$ cat src/rtl/aux_seq_pkg.sv
package aux_seq_pkg;
  typedef enum logic [1:0] {
    RES_OK     = 2'd0,
    RES_BUSY   = 2'd1,
    RES_NOSINK = 2'd2,
    RES_FAIL   = 2'd3
  } aux_res_e;

  typedef enum logic [3:0] {
    ST_IDLE, ST_WAIT_FREE, ST_WAIT_GNT, ST_CHK_SINK, ST_RST_HI,
    ST_RST_LO, ST_GAP, ST_POLL, ST_EVAL, ST_FINISH
  } aux_st_e;
endpackage

$ cat src/rtl/aux_us_timer.sv
module aux_us_timer #(
  parameter int CLK_DIV = 100,
  parameter int CNT_W   = 10
) (
  input  logic             clk_i,
  input  logic             rst_ni,
  input  logic             clr_i,
  input  logic [CNT_W-1:0] limit_i,
  output logic             expired_o
);
  localparam int DIV_W = (CLK_DIV > 1) ? $clog2(CLK_DIV) : 1;

  logic [DIV_W-1:0] div_q;
  logic [CNT_W-1:0] cnt_q;
  logic             tick;

  assign tick      = (div_q == DIV_W'(CLK_DIV - 1));
  assign expired_o = (cnt_q >= limit_i);

  always_ff @(posedge clk_i or negedge rst_ni) begin
    if (!rst_ni) begin
      div_q <= '0;
      cnt_q <= '0;
    end else if (clr_i) begin
      div_q <= '0;
      cnt_q <= '0;
    end else begin
      div_q <= tick ? '0 : div_q + 1'b1;
      if (tick && !expired_o) cnt_q <= cnt_q + 1'b1;
    end
  end

  // microsecond count never runs past the active limit
  a_r9_cnt_bound: assert property (@(posedge clk_i) disable iff (!rst_ni)
    !clr_i |=> (cnt_q <= limit_i) || $changed(limit_i));
endmodule

$ cat src/rtl/aux_byte_mask.sv
module aux_byte_mask #(
  parameter int MAX_BYTES = 16,
  parameter int LEN_W     = 5
) (
  input  logic [8*MAX_BYTES-1:0] data_i,
  input  logic [LEN_W-1:0]       len_i,
  output logic [8*MAX_BYTES-1:0] data_o
);
  for (genvar b = 0; b < MAX_BYTES; b++) begin : g_byte
    assign data_o[8*b +: 8] = (LEN_W'(b) < len_i) ? data_i[8*b +: 8] : 8'h00;
  end
endmodule

$ cat src/rtl/aux_retry_seq.sv
module aux_retry_seq
  import aux_seq_pkg::*;
#(
  parameter int CLK_DIV   = 100,
  parameter int IDLE_US   = 1000,
  parameter int GNT_US    = 1000,
  parameter int DONE_US   = 1000,
  parameter int GAP_US    = 400,
  parameter int MAX_TRIES = 32,
  parameter int ADDR_W    = 20,
  parameter int CMD_W     = 4,
  parameter int CMD_LSB   = 12,
  parameter int STAT_W    = 8,
  parameter int MAX_BYTES = 16,
  localparam int PAY_W    = 8 * MAX_BYTES,
  localparam int LEN_W    = $clog2(MAX_BYTES + 1),
  localparam int CTRL_W   = CMD_LSB + CMD_W
) (
  input  logic              clk_i,
  input  logic              rst_ni,
  input  logic              start_i,
  input  logic [CMD_W-1:0]  cmd_i,
  input  logic [ADDR_W-1:0] addr_i,
  input  logic [LEN_W-1:0]  len_i,
  input  logic [PAY_W-1:0]  wdata_i,
  output logic              busy_o,
  output logic              done_o,
  output logic [1:0]        result_o,
  output logic [PAY_W-1:0]  rdata_o,
  input  logic              chan_busy_i,
  output logic              own_req_o,
  input  logic              own_gnt_i,
  input  logic              sink_present_i,
  output logic              xact_rst_o,
  output logic              xact_req_o,
  input  logic              xact_done_i,
  input  logic [STAT_W-1:0] xact_stat_i,
  output logic [CTRL_W-1:0] ctrl_o,
  output logic [ADDR_W-1:0] addr_o,
  output logic [PAY_W-1:0]  tx_words_o,
  input  logic [PAY_W-1:0]  rx_words_i
);
  localparam int SIZE_W = $clog2(MAX_BYTES);
  localparam int M1     = (IDLE_US > GNT_US) ? IDLE_US : GNT_US;
  localparam int M2     = (DONE_US > GAP_US) ? DONE_US : GAP_US;
  localparam int MAX_US = (M1 > M2) ? M1 : M2;
  localparam int CNT_W  = $clog2(MAX_US + 1);
  localparam int TRY_W  = (MAX_TRIES > 2) ? $clog2(MAX_TRIES) : 1;

  aux_st_e           state_q, state_d;
  aux_res_e          res_q, res_d;
  logic [TRY_W-1:0]  tries_q;
  logic              inc_try;
  logic [STAT_W-1:0] stat_q;
  logic              is_rd_q;
  logic [LEN_W-1:0]  len_q;
  logic [CTRL_W-1:0] ctrl_q;
  logic [ADDR_W-1:0] addr_q;
  logic [PAY_W-1:0]  tx_q, rdata_q, tx_masked, rx_masked;
  logic              tmr_clr, tmr_exp;
  logic [CNT_W-1:0]  tmr_lim;
  logic              take;

  aux_byte_mask #(.MAX_BYTES(MAX_BYTES), .LEN_W(LEN_W)) u_tx_mask (
    .data_i(wdata_i), .len_i(len_i), .data_o(tx_masked));

  aux_byte_mask #(.MAX_BYTES(MAX_BYTES), .LEN_W(LEN_W)) u_rx_mask (
    .data_i(rx_words_i), .len_i(len_q), .data_o(rx_masked));

  aux_us_timer #(.CLK_DIV(CLK_DIV), .CNT_W(CNT_W)) u_timer (
    .clk_i, .rst_ni, .clr_i(tmr_clr), .limit_i(tmr_lim), .expired_o(tmr_exp));

  always_comb begin
    unique case (state_q)
      ST_WAIT_FREE: tmr_lim = CNT_W'(IDLE_US);
      ST_WAIT_GNT:  tmr_lim = CNT_W'(GNT_US);
      ST_GAP:       tmr_lim = CNT_W'(GAP_US);
      ST_POLL:      tmr_lim = CNT_W'(DONE_US);
      default:      tmr_lim = '0;
    endcase
  end

  always_comb begin
    state_d = state_q;
    res_d   = res_q;
    inc_try = 1'b0;
    unique case (state_q)
      ST_IDLE:      if (start_i) state_d = ST_WAIT_FREE;
      ST_WAIT_FREE: if (!chan_busy_i) state_d = ST_WAIT_GNT;
                    else if (tmr_exp) begin res_d = RES_BUSY; state_d = ST_FINISH; end
      ST_WAIT_GNT:  if (own_gnt_i) state_d = ST_CHK_SINK;
                    else if (tmr_exp) begin res_d = RES_BUSY; state_d = ST_FINISH; end
      ST_CHK_SINK:  if (!sink_present_i) begin res_d = RES_NOSINK; state_d = ST_FINISH; end
                    else state_d = ST_RST_HI;
      ST_RST_HI:    state_d = ST_RST_LO;
      ST_RST_LO:    state_d = (tries_q != '0) ? ST_GAP : ST_POLL;
      ST_GAP:       if (tmr_exp) state_d = ST_POLL;
      ST_POLL:      if (xact_done_i) state_d = ST_EVAL;
                    else if (tmr_exp) begin res_d = RES_FAIL; state_d = ST_FINISH; end
      ST_EVAL: begin
        if (stat_q == '0) begin
          res_d = RES_OK; state_d = ST_FINISH;
        end else if (tries_q == TRY_W'(MAX_TRIES - 1)) begin
          res_d = RES_FAIL; state_d = ST_FINISH;
        end else begin
          inc_try = 1'b1; state_d = ST_RST_HI;
        end
      end
      ST_FINISH:    state_d = ST_IDLE;
      default:      state_d = ST_IDLE;
    endcase
  end

  assign tmr_clr = (state_d != state_q);
  assign take    = (state_q == ST_IDLE) && start_i;

  always_ff @(posedge clk_i or negedge rst_ni) begin
    if (!rst_ni) begin
      state_q <= ST_IDLE;
      res_q   <= RES_OK;
      tries_q <= '0;
      stat_q  <= '0;
      is_rd_q <= 1'b0;
      len_q   <= '0;
      ctrl_q  <= '0;
      addr_q  <= '0;
      tx_q    <= '0;
      rdata_q <= '0;
    end else begin
      state_q <= state_d;
      res_q   <= res_d;
      if (take) begin
        is_rd_q <= cmd_i[0];
        len_q   <= len_i;
        addr_q  <= addr_i;
        ctrl_q  <= '0;
        ctrl_q[CTRL_W-1:CMD_LSB] <= cmd_i;
        ctrl_q[SIZE_W-1:0]       <= SIZE_W'(len_i - LEN_W'(1));
        tx_q    <= cmd_i[0] ? '0 : tx_masked;
        tries_q <= '0;
        rdata_q <= '0;
      end
      if (inc_try) tries_q <= tries_q + 1'b1;
      if (state_q == ST_POLL && xact_done_i) begin
        stat_q  <= xact_stat_i;
        rdata_q <= (is_rd_q && xact_stat_i == '0) ? rx_masked : '0;
      end
    end
  end

  assign busy_o     = (state_q != ST_IDLE);
  assign done_o     = (state_q == ST_FINISH);
  assign result_o   = res_q;
  assign rdata_o    = rdata_q;
  assign own_req_o  = state_q inside {ST_WAIT_GNT, ST_CHK_SINK, ST_RST_HI,
                                      ST_RST_LO, ST_GAP, ST_POLL, ST_EVAL};
  assign xact_rst_o = (state_q == ST_RST_HI);
  assign xact_req_o = (state_q == ST_POLL);
  assign ctrl_o     = ctrl_q;
  assign addr_o     = addr_q;
  assign tx_words_o = tx_q;

  a_r11_release: assert property (@(posedge clk_i) disable iff (!rst_ni)
    done_o |-> !own_req_o && !xact_req_o);

  a_r12_done_pulse: assert property (@(posedge clk_i) disable iff (!rst_ni)
    done_o |=> !done_o && !busy_o);

  a_r12_hold: assert property (@(posedge clk_i) disable iff (!rst_ni)
    busy_o && $past(busy_o) |-> $stable(addr_o) && $stable(ctrl_o));

  a_r8_rst_pulse: assert property (@(posedge clk_i) disable iff (!rst_ni)
    xact_rst_o |=> !xact_rst_o && !xact_req_o);

  a_r8_rst_before_req: assert property (@(posedge clk_i) disable iff (!rst_ni)
    $rose(xact_req_o) && tries_q == '0 |-> $past(xact_rst_o, 2));

  a_r10_ok_status: assert property (@(posedge clk_i) disable iff (!rst_ni)
    done_o && result_o == RES_OK |-> stat_q == '0);
endmodule

$ cat config.mk
export PLATFORM = sky130hd
export DESIGN_NAME = aux_retry_seq
export DESIGN_NICKNAME = d
export VERILOG_FILES = /design/src/rtl/aux_seq_pkg.sv /design/src/rtl/aux_us_timer.sv /design/src/rtl/aux_byte_mask.sv /design/src/rtl/aux_retry_seq.sv
export SDC_FILE = /design/constraint.sdc
export NUM_CORES = 1
export LEC_CHECK = 0
export BUFFER_PORTS_ARGS = -buffer_cell sky130_fd_sc_hd__buf_4
export CAP_MARGIN = 20
export CORE_AREA = 2 2 235 237
export DETAILED_ROUTE_END_ITERATION = 8
export DIE_AREA = 0 0 237 239
export GPL_ROUTABILITY_DRIVEN = 0
export GPL_TIMING_DRIVEN = 1
export SETUP_SLACK_MARGIN = 0.2
export SKIP_CTS_REPAIR_TIMING = 1
export SYNTH_ARGS = -nofsm -noshare
export SYNTH_HDL_FRONTEND = slang
export SYNTH_SLANG_ARGS = --single-unit
$ cat constraint.sdc
create_clock -name clk_i -period 4.5 [get_ports clk_i]
set_clock_uncertainty 0.1 [all_clocks]
set_input_delay 0.225 -clock clk_i [delete_from_list [all_inputs] [get_ports clk_i]]
set_output_delay 0.225 -clock clk_i [all_outputs]
set_load 0.005 [all_outputs]
### Word level (Yosys, flattened, before mapping)

Index checks and enable logic that the tools add are counted.

| word-level totals | value |
|---|---|
| word-level logic and storage cells | 150 |
| register bits after elaboration | 326 |

| cells by class | value |
|---|---|
| add/sub/neg operators | 4 |
| magnitude comparators | 33 |
| reductions and logical operators | 17 |
| multiplexer cells | 66 |
| equality and inequality tests | 18 |

Operators with widths:

| kind | number |
|---|---|
| 128-bit two-way mux | 4 |
| 8-bit two-way mux | 32 |
| 4-bit by 5-bit less-than comparator with 1-bit output, first input constant | 16 |
| 3-bit by 5-bit less-than comparator with 1-bit output, first input constant | 8 |
| 4-bit two-way mux | 9 |
| 4-bit one-hot mux with 9 select lines | 1 |
| 1-bit by 5-bit less-than comparator with 1-bit output, first input constant | 4 |
| 2-bit by 5-bit less-than comparator with 1-bit output, first input constant | 4 |
| 10-bit two-way mux | 2 |
| 10-bit one-hot mux with 2 select lines | 1 |
| 4-bit by 3-bit == test with 1-bit output, second input constant | 4 |
| 8-bit zero test | 2 |
| 2-bit two-way mux | 8 |
| 7-bit two-way mux | 2 |
| 10-bit by 1-bit adder with 10-bit output, second input constant | 1 |
| 10-bit >= comparator | 1 |
| 5-bit two-way mux | 2 |
| 2-bit one-hot mux with 5 select lines | 1 |
| 5-bit nonzero test | 2 |
| 4-bit by 2-bit == test with 1-bit output, second input constant | 2 |
| 4-bit == test, second input constant | 2 |
| 2-bit inequality test, second input constant | 4 |
| 7-bit by 1-bit adder with 7-bit output, second input constant | 1 |
| 7-bit == test, second input constant | 1 |
| 16 further kinds | 24 |

### Depth between registers and ports, before layout

| logic depth | value |
|---|---|
| depth after elaboration | 9 |
| depth in mapped cells | 16 |

### Modules after synthesis

From an unflattened synthesis, not the netlist that was laid out.

| second synthesis, totals | value |
|---|---|
| cells, all modules | 1523 |
| area, all modules | 15932.8 um2 |

By module, submodules not included:

| module | cells each | times used | area each (um2) |
|---|---|---|---|
| aux_retry_seq | 1087 | 1 | 12612.1 |
| aux_byte_mask | 155 | 2 | 1069.8 |
| aux_us_timer | 126 | 1 | 1181.1 |

### Worst setup path before layout

No wires, ideal clock.

| timing path | value |
|---|---|
| path kind | register -> register |
| start | register state_q[0] |
| end | register res_q[1] (netlist: result_o[1]) |
| arrival | 2.907 ns |
| required time | 4.275 ns |
| cell stages (with the launch flop) | 15 |
| path slack | 1.367 ns |
| path buffers | 3 |
| cell sequence | dfrtp_1 buf_2 buf_1 nand3_1 o21ai_0 nand2_1 inv_1 ha_1 and4b_1 o311ai_1 nand4_2 buf_6 and2_4 o211a_1 mux2_4 |

| on the way | value |
|---|---|
| word-level cells in the longest chain between the ends | 7 |
| elaborated cells between the ends (all ways) | 21 |
| those cells by class | order compare (1); eq/ne (12); mux (5); reduce/logical (3) |

Ends and longest elaborated chain:

| what | line | text |
|---|---|---|
| start, declared | aux_retry_seq.sv:50 | `aux_st_e state_q, state_d;` |
| start signal, assigned | aux_retry_seq.sv:130 | `state_q <= state_d;` |
| 4-bit by 3-bit == test with 1-bit output, or another cell as far along | aux_retry_seq.sv:74, aux_retry_seq.sv:87 |  |
| 3-bit OR reduction (no line) | - |  |
| 10-bit one-hot mux with 2 select lines | aux_retry_seq.sv:74 | `unique case (state_q)` |
| 10-bit >= comparator | aux_us_timer.sv:18 | `assign expired_o = (cnt_q >= limit_i);` |
| 2-bit two-way mux | - |  |
| 2-bit two-way mux, on equally long branches | - |  |
| 2-bit one-hot mux with 5 select lines | aux_retry_seq.sv:87 | `unique case (state_q)` |
| end signal, assigned | aux_retry_seq.sv:131 | `res_q <= res_d;` |
| end, declared | aux_retry_seq.sv:51 | `aux_res_e res_q, res_d;` |

Parallel ways exist; a longest one is shown, timed or not. The select of a mux whose other input is x is not followed.
A chain may end at the register's enable or synchronous reset.

### Worst setup path after layout

| timing path | value |
|---|---|
| start | register state_q[2] |
| end | register u_timer.div_q[0] |

| on the way | value |
|---|---|
| word-level cells in the longest chain between the ends | 9 |
| elaborated cells between the ends (all ways) | 21 |
| those cells by class | order compare (1); eq/ne (9); mux (9); reduce/logical (2) |

Ends and longest elaborated chain:

| what | line | text |
|---|---|---|
| 4-bit by 3-bit == test with 1-bit output, or another cell as far along | aux_retry_seq.sv:74, aux_retry_seq.sv:87 |  |
| 3-bit OR reduction (no line) | - |  |
| 10-bit one-hot mux with 2 select lines | aux_retry_seq.sv:74 |  |
| 10-bit >= comparator | aux_us_timer.sv:18 |  |
| 4-bit two-way mux | aux_retry_seq.sv:90, aux_retry_seq.sv:92, aux_retry_seq.sv:99 |  |
| 4-bit two-way mux, on equally long branches | aux_retry_seq.sv:98, aux_retry_seq.sv:89, aux_retry_seq.sv:91 |  |
| 4-bit one-hot mux with 9 select lines | aux_retry_seq.sv:87 |  |
| 4-bit inequality test * | aux_retry_seq.sv:114 | `assign tmr_clr = (state_d != state_q);` |
| 7-bit two-way mux * | aux_us_timer.sv:24 | `end else if (clr_i) begin` |
| end signal, assigned | aux_us_timer.sv:28 | `div_q <= tick ? '0 : div_q + 1'b1;` |
| end, declared | aux_us_timer.sv:13 | `logic [DIV_W-1:0] div_q;` |

Mark *: on every way between the ends. The rest lies on a longest branch, timed or not.

==> impl_metrics.sql <==
INSERT INTO impl_metrics (metric_group, metric, value, unit) VALUES
('run_status', 'run_status', 'finished with violations', ''),
('run_status', 'violated_checks', 'negative hold slack', ''),
('global_routing', 'grt_use_total', '15.3', '%'),
('global_routing', 'grt_pass1_wl', '67600', 'µm'),
('run', 'maxCapViolations', '0', ''),
('logic_synthesis', 'syn_inst', '1005', ''),
('worst_setup_path', 'regToRegSetupSlack', '0.75', 'ns'),
('global_routing', 'via_count_of_the_first_global_routing_pass', '11300', ''),
('sta', 'finalCritPeriodShare', '83.3', '%'),
('floorplanning', 'floorplan.initialDensity', '24.1', '%'),
('logic_synthesis', 'synth_cell_types', '73', ''),
('clock_network', 'cts_max_path_buffers', '3', ''),
('sta', 'timing.final.crit_period', '3.75', 'ns'),
('logic_synthesis', 'postSynthRegisterBits', '325', ''),
('drt', 'drt-pass1-iter-count', '5', ''),
('floorplanning', 'die-area', '56600', 'µm²'),
('placement', 'place.detailed.hpwl', '33500', 'µm'),
('drt', 'vias', '12100', ''),
('logic_synthesis', 'synth-async-reset-ratio', '100', '%'),
('pwr', 'irDropWorstVdd', '0.302', 'mV'),
('layout', 'num_antenna_cells', '0', ''),
('logic_synthesis', 'synth_top_cells_by_count', 'sky130_fd_sc_hd__dfrtp_1 (325), sky130_fd_sc_hd__a22o_1 (248), sky130_fd_sc_hd__nand2_1 (81)', ''),
('clock_network', 'tritoncts.num_buffers', '39', ''),
('logic_synthesis', 'synthTopCellsByArea', 'sky130_fd_sc_hd__dfrtp_1 (62%), sky130_fd_sc_hd__a22o_1 (17%), sky130_fd_sc_hd__nand2_1 (2.3%)', ''),
('placement', 'dp_worst_setup_slack', '0.592', 'ns'),
('logic_synthesis', 'yosys.cell_count.top_type', 'sky130_fd_sc_hd__dfrtp_1', ''),
('global_routing', 'grt_overflow', '0', ''),
('logic_synthesis', 'synth-seq-area-share', '62.1', '%'),
('logic_synthesis', 'ys_warn_count', '0', ''),
('sta', 'fin_setup_tns', '0', 'ns'),
('sta', 'timing.final.max_slew_violations', '0', ''),
('drt', 'antenna_violating_nets_remaining', '0', ''),
('sta', 'timing.hold.ws', '-0.00876', 'ns'),
('clock_network', 'ctsHtreeMaxLevel', '2', ''),
('drt', 'route.detailed.drc', '0', ''),
('pwr', 'power_leakage', '11.1', 'nW'),
('layout', 'drive_gt1_share', '38.8', '%'),
('drt', 'route.detailed.vias_per_inst', '4.61', ''),
('logic_synthesis', 'dominantRegCellSynth', 'sky130_fd_sc_hd__dfrtp_1', ''),
('layout', 'layout.nets', '2199', ''),
('sta', 'rsz0062_at_grt', 'no', ''),
('floorplanning', 'core_region_area', '54300', 'µm²'),
('floorplanning', 'chipWidth', '237', 'µm'),
('logic_synthesis', 'post-synth-top-area-cell', 'sky130_fd_sc_hd__dfrtp_1', ''),
('logic_synthesis', 'synth_edf_count', '0', ''),
('worst_setup_path', 'cp_data_required_time', '4.83', 'ns'),
('sta', 'setup_violation_total_in_the_final_timing_report', '0', ''),
('global_routing', 'largest_net_degree_at_the_start_of_global_routing', '181', ''),
('worst_setup_path', 'regToRegStartpoint', 'state_q[2]', ''),
('logic_synthesis', 'mappedNetlistArea', '13100', 'µm²'),
('floorplanning', 'boundaryPins', '599', ''),
('drt', 'detail_route.wl_per_cell', '18.8', 'µm'),
('sta', 'timing.final.ws_setup', '0.750', 'ns'),
('layout', 'syn2layout_area_growth', '72.8', '%'),
('worst_setup_path', 'startpoint', 'state_q[2]', ''),
('drt', 'drt-initial-drc-count', '461', ''),
('sta', 'timing.slew.headroom', '32.7', '%'),
('clock_network', 'clock_insertion_delay_at_the_later_pin_of_the_skew_report', '0.54', 'ns'),
('drt', 'drt_wl_total', '49400', 'µm'),
('pwr', 'power.total', '11.2', 'mW'),
('sta', 'tightest_slew', '1.01', 'ns'),
('min_path', 'holdCritStartpoint', 'start_i', ''),
('worst_setup_path', 'timing.setup.critical_path_class', 'flop to flop', ''),
('min_path', 'hold_class', 'input pin to flop', ''),
('worst_setup_path', 'timing.critical_path.from_type', 'flop', ''),
('clock_network', 'clock-sinks', '325', ''),
('worst_setup_path', 'worstPathArrival', '4.08', 'ns'),
('worst_setup_path', 'endpoint_kind', 'flop', ''),
('floorplanning', 'number_of_standard_cell_rows_in_the_floorplan', '86', ''),
('clock_network', 'clk_pin_slew_worst_paths', '0.06', 'ns'),
('clock_network', 'cts_tree', 'built', ''),
('pwr', 'power-per-cell-area', '495', 'nW/µm²'),
('placement', 'portBuffers', '590', ''),
('floorplanning', 'chipHeight', '239', 'µm'),
('worst_setup_path', 'crit_path_max_fanout', '22', ''),
('logic_synthesis', 'syn-mean-instance-area', '13.0', 'µm²'),
('global_routing', 'antenna_found_initial', '1', ''),
('logic_synthesis', 'synth_top_cell_area_share', '62.1', '%'),
('sta', 'hold_viol', '1', ''),
('clock_network', 'root_buffer', 'sky130_fd_sc_hd__clkbuf_16', ''),
('sta', 'fmax', '267', 'MHz');
[layer usage]
metal / GRT usage [%] / share of wire (%) / wire, µm
met1: 18.6 / 40 / 19700
met2: 25.7 / 50 / 24600
met3: 4.61 / 6.8 / 3350
met4: 5.68 / 3.5 / 1720
met5: 0 / 0.032 / 16
[path summary, 6_finish.rpt]
path | depth (start not counted) | end
max reg2reg | 12 | u_timer.div_q[0]
max in group asynchronous | 3 | rdata_o[72]
min | 3 | state_q[0]
min reg2reg | 2 | stat_q[4]
min in group asynchronous | 2 | tx_words_o[113]
max | 12 | u_timer.div_q[0]
[cells by family (layout without fill, tap and decap cells)]
kind of cell | count (synthesis) | after routing | share of synthesized area, %
other | 1 | 8 | 0.0286
buffers and inverters | 84 | 988 | 3.09
and+or+nand+nor | 195 | 195 | 8.23
adders and majority gates | 12 | 12 | 1.15
DFF | 325 | 325 | 62.1
xor gates and xnor gates | 15 | 15 | 1.00
muxes | 29 | 29 | 2.50
AOI/OAI and AO/OA | 344 | 344 | 21.9
[worst max-delay path, stage by stage, from the launching register on]
cell,delay (ns)
sky130_fd_sc_hd__dfrtp_2,0.58
sky130_fd_sc_hd__or2b_1,0.29
sky130_fd_sc_hd__nand3_1,0.08
sky130_fd_sc_hd__o21ai_0,0.09
sky130_fd_sc_hd__nand2_1,0.18
sky130_fd_sc_hd__inv_1,0.07
sky130_fd_sc_hd__ha_1,0.26
sky130_fd_sc_hd__and4b_1,0.20
sky130_fd_sc_hd__o311ai_1,0.35
sky130_fd_sc_hd__nand4_2,0.37
sky130_fd_sc_hd__a311oi_2,0.37
sky130_fd_sc_hd__o2111ai_4,0.35
sky130_fd_sc_hd__nor4b_1,0.35
[state kept, by name, indices dropped and copies added, names as in the netlist]
register and cells:
result_o 2, tx_words_o 128, rdata_o 128, u_timer.div_q 7, ctrl_o 8, state_q 4
u_timer.cnt_q 10, stat_q 8, addr_o 20, len_q 5, tries_q 5
[layout by cell type, fill, tap and decap left out, types with 5 or more instances in the layout]
| master | netlist | final |
|---|---|---|
| sky130_fd_sc_hd__dfrtp_1 | 325 | 324 |
| sky130_fd_sc_hd__nand3_1 | 16 | 16 |
| sky130_fd_sc_hd__nor2_1 | 20 | 20 |
| sky130_fd_sc_hd__o21ai_0 | 30 | 30 |
| sky130_fd_sc_hd__buf_4 | 12 | 600 |
| sky130_fd_sc_hd__xnor2_1 | 9 | 9 |
| sky130_fd_sc_hd__a21oi_1 | 17 | 16 |
| sky130_fd_sc_hd__nand2_1 | 81 | 81 |
| sky130_fd_sc_hd__nor3_1 | 11 | 11 |
| sky130_fd_sc_hd__a22o_1 | 248 | 248 |
| sky130_fd_sc_hd__a21oi_2 | 8 | 8 |
| sky130_fd_sc_hd__inv_6 | 0 | 5 |
| sky130_fd_sc_hd__dlygate4sd3_1 | 0 | 294 |
| sky130_fd_sc_hd__conb_1 | 1 | 8 |
| sky130_fd_sc_hd__nor2_4 | 5 | 5 |
| sky130_fd_sc_hd__a211oi_1 | 6 | 6 |
| sky130_fd_sc_hd__clkbuf_16 | 0 | 39 |
| sky130_fd_sc_hd__nor3_2 | 9 | 9 |
| sky130_fd_sc_hd__nand2b_1 | 6 | 6 |
| sky130_fd_sc_hd__xor2_1 | 6 | 6 |
| sky130_fd_sc_hd__clkbuf_8 | 0 | 8 |
| sky130_fd_sc_hd__ha_1 | 12 | 12 |
| sky130_fd_sc_hd__bufinv_16 | 0 | 7 |
| sky130_fd_sc_hd__mux2_2 | 26 | 26 |
| sky130_fd_sc_hd__inv_1 | 19 | 19 |
| sky130_fd_sc_hd__nor2b_1 | 6 | 6 |
| sky130_fd_sc_hd__and3_1 | 6 | 6 |
| sky130_fd_sc_hd__clkbuf_1 | 28 | 5 |
[report_power, final]
group | total [mW] | switching [mW] | internal (mW) | leakage (nW)
combinational | 3.57 | 1.65 | 1.93 | 6.05
clock | 3.43 | 1.30 | 2.14 | 0.682
sequential | 4.20 | 0.575 | 3.62 | 4.37
[metrics by stage]
stage	std cells	cell area, µm²	hold slack [ns]	util (%)
after detailed placement	2256	18300	0.302	33.7
after floorplan	1012	13100	-0.171	-
final	2620	22600	-0.00876	41.6
after global placement	2256	18300	0.293	33.7
after global routing	2620	22600	0.00433	41.6
after CTS	2326	19700	-0.288	36.2
[final cells by class]
cell class,count,area [µm²]
Clock buffer,52,1100
Clock inverter,18,289
Fill cell,4977,31700
Inverter,19,71.3
Multi-Input combinational cell,603,4610
Sequential cell,325,8130
Tap cell,704,881
Timing Repair Buffer,899,7540
(Power assumes the default switching activity.)
